[src/rtl/eth_rx_pkg.sv]
package eth_rx_pkg;

  localparam int          CRC_W       = 32;
  localparam logic [31:0] CRC_POLY    = 32'h04C11DB7;
  localparam logic [31:0] CRC_PRESET  = 32'hFFFFFFFF;
  localparam logic [31:0] CRC_RESIDUE = 32'hC704DD7B;

  typedef enum logic [1:0] {
    ST_IDLE = 2'd0,
    ST_HUNT = 2'd1,
    ST_DATA = 2'd2
  } rx_state_e;

  // One serial step of the CRC register, MSB-side feedback.
  function automatic logic [CRC_W-1:0] crc_step(input logic [CRC_W-1:0] crc,
                                                 input logic             din);
    logic fb;
    fb = crc[CRC_W-1] ^ din;
    crc_step = {crc[CRC_W-2:0], 1'b0} ^ (fb ? CRC_POLY : '0);
  endfunction

  // Delimiter condition: a 1,0 pair already seen, previous bit 1, this bit 1.
  function automatic logic is_delim(input logic pair_seen,
                                    input logic prev_bit,
                                    input logic cur_bit);
    is_delim = pair_seen & prev_bit & cur_bit;
  endfunction

endpackage

[src/rtl/rx_sfd_hunt.sv]
module rx_sfd_hunt
  import eth_rx_pkg::*;
(
  input  logic clk,
  input  logic rst_n,
  input  logic rx_active,
  input  logic rx_bit,
  output logic sfd_hit,
  output logic data_bit_en,
  output logic frame_end
);

  rx_state_e state_q;
  logic      prev_q;
  logic      pair_q;

  assign sfd_hit     = (state_q == ST_HUNT) && rx_active && is_delim(pair_q, prev_q, rx_bit);
  assign data_bit_en = (state_q == ST_DATA) && rx_active;
  assign frame_end   = (state_q == ST_DATA) && !rx_active;

  always_ff @(posedge clk or negedge rst_n) begin
    if (!rst_n) begin
      state_q <= ST_IDLE;
      prev_q  <= 1'b0;
      pair_q  <= 1'b0;
    end else begin
      unique case (state_q)
        ST_IDLE: begin
          if (rx_active) begin
            state_q <= ST_HUNT;
            prev_q  <= rx_bit;
            pair_q  <= 1'b0;
          end
        end
        ST_HUNT: begin
          if (!rx_active) begin
            state_q <= ST_IDLE;
          end else if (sfd_hit) begin
            state_q <= ST_DATA;
          end else begin
            if (prev_q && !rx_bit) pair_q <= 1'b1;
            prev_q <= rx_bit;
          end
        end
        ST_DATA: begin
          if (!rx_active) state_q <= ST_IDLE;
        end
        default: state_q <= ST_IDLE;
      endcase
    end
  end

endmodule

[src/rtl/rx_byte_asm.sv]
module rx_byte_asm #(
  parameter int DATA_W = 8,
  parameter int CNT_W  = 16
) (
  input  logic                      clk,
  input  logic                      rst_n,
  input  logic                      frame_start,
  input  logic                      bit_en,
  input  logic                      rx_bit,
  output logic [DATA_W-1:0]         byte_data,
  output logic                      byte_we,
  output logic [CNT_W-1:0]          byte_count,
  output logic [$clog2(DATA_W)-1:0] bit_phase
);

  localparam int PH_W = $clog2(DATA_W);
  localparam logic [PH_W-1:0] PH_LAST = PH_W'(DATA_W - 1);

  logic [DATA_W-1:0] shreg_q;
  logic [DATA_W-1:0] shreg_nxt;
  logic              byte_done;

  assign shreg_nxt = {rx_bit, shreg_q[DATA_W-1:1]};
  assign byte_done = bit_en && (bit_phase == PH_LAST);

  always_ff @(posedge clk or negedge rst_n) begin
    if (!rst_n) begin
      shreg_q    <= '0;
      bit_phase  <= '0;
      byte_data  <= '0;
      byte_we    <= 1'b0;
      byte_count <= '0;
    end else begin
      byte_we <= 1'b0;
      if (frame_start) begin
        shreg_q    <= '0;
        bit_phase  <= '0;
        byte_count <= '0;
      end else if (byte_done) begin
        byte_data  <= shreg_nxt;
        byte_we    <= 1'b1;
        byte_count <= byte_count + CNT_W'(1);
        bit_phase  <= '0;
        shreg_q    <= '0;
      end else if (bit_en) begin
        shreg_q   <= shreg_nxt;
        bit_phase <= bit_phase + PH_W'(1);
      end
    end
  end

endmodule

[src/rtl/rx_crc_chk.sv]
module rx_crc_chk
  import eth_rx_pkg::*;
(
  input  logic clk,
  input  logic rst_n,
  input  logic crc_init,
  input  logic bit_en,
  input  logic rx_bit,
  output logic crc_match
);

  logic [CRC_W-1:0] crc_q;

  assign crc_match = (crc_q == CRC_RESIDUE);

  always_ff @(posedge clk or negedge rst_n) begin
    if (!rst_n) begin
      crc_q <= CRC_PRESET;
    end else if (crc_init) begin
      crc_q <= CRC_PRESET;
    end else if (bit_en) begin
      crc_q <= crc_step(crc_q, rx_bit);
    end
  end

endmodule

[src/rtl/eth_rx_deser.sv]
module eth_rx_deser #(
  parameter int DATA_W = 8,
  parameter int CNT_W  = 16
) (
  input  logic              clk,
  input  logic              rst_n,
  input  logic              rx_active,
  input  logic              rx_bit,
  output logic [DATA_W-1:0] byte_data,
  output logic              byte_we,
  output logic [CNT_W-1:0]  byte_count,
  output logic              eof_valid,
  output logic              eof_crc_ok,
  output logic              eof_dribble
);

  localparam int PH_W = $clog2(DATA_W);

  logic            sfd_hit;
  logic            data_bit_en;
  logic            frame_end;
  logic            crc_match;
  logic [PH_W-1:0] bit_phase;

  rx_sfd_hunt u_hunt (
    .clk         (clk),
    .rst_n       (rst_n),
    .rx_active   (rx_active),
    .rx_bit      (rx_bit),
    .sfd_hit     (sfd_hit),
    .data_bit_en (data_bit_en),
    .frame_end   (frame_end)
  );

  rx_byte_asm #(.DATA_W(DATA_W), .CNT_W(CNT_W)) u_asm (
    .clk         (clk),
    .rst_n       (rst_n),
    .frame_start (sfd_hit),
    .bit_en      (data_bit_en),
    .rx_bit      (rx_bit),
    .byte_data   (byte_data),
    .byte_we     (byte_we),
    .byte_count  (byte_count),
    .bit_phase   (bit_phase)
  );

  rx_crc_chk u_crc (
    .clk       (clk),
    .rst_n     (rst_n),
    .crc_init  (sfd_hit),
    .bit_en    (data_bit_en),
    .rx_bit    (rx_bit),
    .crc_match (crc_match)
  );

  always_ff @(posedge clk or negedge rst_n) begin
    if (!rst_n) begin
      eof_valid   <= 1'b0;
      eof_crc_ok  <= 1'b0;
      eof_dribble <= 1'b0;
    end else begin
      eof_valid <= frame_end;
      if (frame_end) begin
        eof_crc_ok  <= crc_match;
        eof_dribble <= (bit_phase != '0);
      end
    end
  end

endmodule

[config.mk]
export PLATFORM = sky130hd
export DESIGN_NAME = eth_rx_deser
export DESIGN_NICKNAME = d
export VERILOG_FILES = /design/src/rtl/eth_rx_pkg.sv /design/src/rtl/rx_sfd_hunt.sv /design/src/rtl/rx_byte_asm.sv /design/src/rtl/rx_crc_chk.sv /design/src/rtl/eth_rx_deser.sv
export SDC_FILE = /design/constraint.sdc
export NUM_CORES = 1
export LEC_CHECK = 0
export BUFFER_PORTS_ARGS = -buffer_cell sky130_fd_sc_hd__buf_4
export CAP_MARGIN = 20
export CORE_MARGIN = 2
export CORE_UTILIZATION = 35
export CTS_CLUSTER_SIZE = 25
export DETAILED_ROUTE_END_ITERATION = 16
export PLACE_DENSITY_LB_ADDON = 0.12
export SETUP_SLACK_MARGIN = 0.02
export SLEW_MARGIN = 20
export SYNTH_ARGS = -nofsm -noshare
export SYNTH_HDL_FRONTEND = slang
export SYNTH_SLANG_ARGS = --single-unit
[constraint.sdc]
create_clock -name clk -period 3.2 [get_ports clk]
set_input_delay 0.48 -clock clk [delete_from_list [all_inputs] [get_ports clk]]
set_output_delay 0.48 -clock clk [all_outputs]
set_load 0.02 [all_outputs]
==> results.json <==
{
  "status": "complete, no violations",
  "pre_cts_ws_ns": 0.876,
  "coreArea_mm2": 0.00924,
  "timing.slew.headroom_pct": 37.4,
  "via_count_of_the_first_global_routing_pass": 2522,
  "antenna_violations_before_repair": 0,
  "worstHoldPathType": "in2async",
  "layout.filler_cells": 910,
  "worstSkewPairLatency_ns": 0.36,
  "syn-mean-instance-area_um2": 10.1,
  "dp.cells": 478,
  "synthFlopType": "sky130_fd_sc_hd__dfrtp_1",
  "die_area_mm2": 0.0103,
  "crit_path_max_fanout": 13,
  "setup.reg_to_reg.worst_slack_ns": 0.85,
  "max_clock_freq_mhz": 426,
  "drt-total-wl_mm": 6.98,
  "tightest_slew_ns": 0.938,
  "tritoncts": "yes",
  "r2r-end": "u_asm.byte_count[15]$_DFFE_PN0P_",
  "initial_utilization_pct": 36.0,
  "flow.area_growth_from_synthesis_pct": 17.8,
  "worstSetupEndpointType": "flip-flop",
  "critPathLaunch": "u_asm.bit_phase[0]$_DFFE_PN0P_",
  "layout-drive-gt1-share_pct": 26.8,
  "power.leakage_nw": 1.74,
  "place.gp.congestion": 0.701,
  "power_density_normalized_to_cell_area_mw_per_mm2": 713,
  "dp.final_hpwl_mm": 4.31,
  "largest_net_degree_at_the_start_of_global_routing": 75,
  "maxCapViolations": 0,
  "ys_seq_area_share_pct": 56.9,
  "period_minus_slack_ns": 2.35,
  "clockRootBuffer": "sky130_fd_sc_hd__clkbuf_8",
  "grt_overflow_total": 0,
  "die_y_um": 101,
  "layoutNonFillerInstCount": 494,
  "drt-wirelength-per-cell_um": 14.1,
  "postCtsSetupRepairBufs": 0,
  "cts_max_level": 3,
  "final_core_utilization_pct": 42.4,
  "place.port_buffers": 31,
  "crit_required_ns": 3.48,
  "synth.yosys.warnings": 0,
  "vias_per_cell": 4.99,
  "drt-initial-drc-count": 65,
  "drv_slew": 0,
  "reg2reg_from": "u_asm.bit_phase[0]$_DFFE_PN0P_",
  "diodes": 0,
  "drtPass1Iterations": 4,
  "data_arrival_at_the_endpoint_of_the_critical_path_ns": 2.63,
  "rr_worst_depth": 6,
  "rows": 35,
  "netlist_cell_types": 37,
  "numCtsBuffers": 9,
  "netlist_instances": 330,
  "via_count": 2466,
  "power_mw": 2.79,
  "seqCellArea_mm2": 0.00189,
  "final_critical_path_setup_slack_ns": 0.851,
  "final.period_utilization_pct": 73.4,
  "clock-skew-final_ns": 0.0110,
  "hold_viol_final": 0,
  "total_nets_after_synthesis": 338,
  "grt_setup_unrepaired": "false",
  "max-vdd-ir-drop_v": 0.000353,
  "mappedNetlistArea_mm2": 0.00332,
  "timing.critical_path.from_type": "flip-flop",
  "ioPinCount": 32,
  "timing_worst_setup_path_type": "reg2reg",
  "fin_nets": 368,
  "ys_seq_elements": 74,
  "cts_buffer_depth": 2,
  "postCtsHoldBufs": 0,
  "total_area_of_multi_input_combinational_cells_mm2": 0.00134,
  "final.setup.tns_ns": 0,
  "cts_sinks": 74,
  "drc": 0,
  "finalSetupViolations": 0,
  "cts_repair_resize_count": 0,
  "die-width_um": 101,
  "clk_transition_reported_paths_ns": 0.09,
  "total_track_usage_pct": 15.0,
  "detail-route-antenna-nets": 0,
  "synth-edff-count": 0,
  "grt_first_pass_wirelength_mm": 12.0,
  "async_reset_ff_share_pct": 100
}
==> cells in the mapped netlist, drive strengths merged (3+ instances only) <==
| master | instances | area (um^2) |
|---|---|---|
| or3 | 4 | 25.0 |
| dfstp | 32 | 841 |
| dfrtp | 42 | 1050 |
| nand2 | 58 | 218 |
| clkbuf | 13 | 48.8 |
| nor3 | 18 | 90.1 |
| nand4 | 3 | 18.8 |
| a21oi | 28 | 140 |
| o21ai | 6 | 30.0 |
| mux2 | 8 | 90.1 |
| nor2 | 13 | 48.8 |
| xor2 | 3 | 26.3 |
| xnor2 | 19 | 166 |
| nor4 | 4 | 25.0 |
| nand4b | 7 | 67.6 |
| nand3 | 36 | 180 |
| ha | 4 | 50.1 |
| buf | 5 | 21.3 |
| inv | 7 | 26.3 |
==> power breakdown <==
group | internal (mW) | switching (mW)
Sequential | 1.31 | 0.188
Combinational | 0.274 | 0.254
Clock | 0.375 | 0.395
==> worst max path at each step <==
stage	cells past startpoint	endpoint
2_1_floorplan	6	u_asm.byte_data[3]$_DFFE_PN0P_
3_3_place_gp	6	u_asm.byte_count[15]$_DFFE_PN0P_
3_5_place_dp	6	u_asm.byte_count[15]$_DFFE_PN0P_
4_1_cts	6	u_asm.byte_count[15]$_DFFE_PN0P_
5_1_grt	6	u_asm.byte_count[15]$_DFFE_PN0P_
6_report	6	u_asm.byte_count[15]$_DFFE_PN0P_
==> critical path, stage by stage (launching register included) <==
cell	delay, ns
sky130_fd_sc_hd__dfrtp_1	0.39
sky130_fd_sc_hd__ha_1	0.17
sky130_fd_sc_hd__ha_1	0.23
sky130_fd_sc_hd__nand4b_2	0.32
sky130_fd_sc_hd__or4_4	0.67
sky130_fd_sc_hd__or3_1	0.36
sky130_fd_sc_hd__a21oi_1	0.14
==> stage by stage <==
stage / hold WS (ns) / instance area (um^2)
after floorplan: 0.184 / 3320
after global placement: 0.470 / 3710
after detailed placement: 0.471 / 3710
after CTS: 0.299 / 3920
after global routing: 0.353 / 3920
final: 0.269 / 3920
==> layer usage <==
metal	share of wire (%)	wire length, um	GRT usage [%]	vias to the layer above
li1	-	-	-	1198
met1	49	3450	19.6	1213
met2	45	3170	24.2	39
met3	2.8	196	2.62	16
met4	2.4	166	7.28	0
met5	0	0	0	-
==> cell type report <==
| type | instances | area share (%) |
|---|---|---|
| Clock buffer | 9 | 3.16 |
| Clock inverter | 7 | 2.14 |
| Sequential cell | 74 | 48.3 |
| Timing Repair Buffer | 37 | 7.41 |
| Tap cell | 129 | 4.12 |
| Inverter | 7 | 0.671 |
| Multi-Input combinational cell | 231 | 34.2 |
==> state kept, by name, summed over array words and instances (netlist names) <==
| signal | cells |
|---|---|
| u_asm.bit_phase | 3 |
| u_asm.shreg_q | 7 |
| u_crc.crc_q | 32 |
| u_asm.byte_count | 16 |
| u_hunt.pair_q | 1 |
| u_hunt.state_q | 2 |
| eof_dribble | 1 |
| u_hunt.prev_q | 1 |
| eof_crc_ok | 1 |
| u_asm.byte_we | 1 |
| u_asm.byte_data | 8 |
| eof_valid | 1 |
==> cell families after synthesis <==
logic type / after synthesis / synth area share, %
DFF: 74 / 56.9
muxes: 9 / 3.01
xor gates and xnor gates: 22 / 5.80
and+or+nand+nor: 158 / 23.8
AOI/OAI and AO/OA: 38 / 6.10
buffers and inverters: 25 / 2.90
adders and majority gates: 4 / 1.51
==> layout by cell type, fill, tap and decap left out, types with 6 or more instances in the layout <==
cell	count
sky130_fd_sc_hd__buf_4	36
sky130_fd_sc_hd__clkbuf_8	9
sky130_fd_sc_hd__mux2_2	8
sky130_fd_sc_hd__o21ai_0	6
sky130_fd_sc_hd__nand2_1	58
sky130_fd_sc_hd__a21oi_1	28
sky130_fd_sc_hd__dfstp_2	32
sky130_fd_sc_hd__dfrtp_1	42
sky130_fd_sc_hd__inv_1	7
sky130_fd_sc_hd__nand3_1	36
sky130_fd_sc_hd__nor2_1	13
sky130_fd_sc_hd__nand4b_1	6
sky130_fd_sc_hd__nor3_1	18
sky130_fd_sc_hd__xnor2_1	19
No activity file was read; power rests on OpenSTA's default activity.
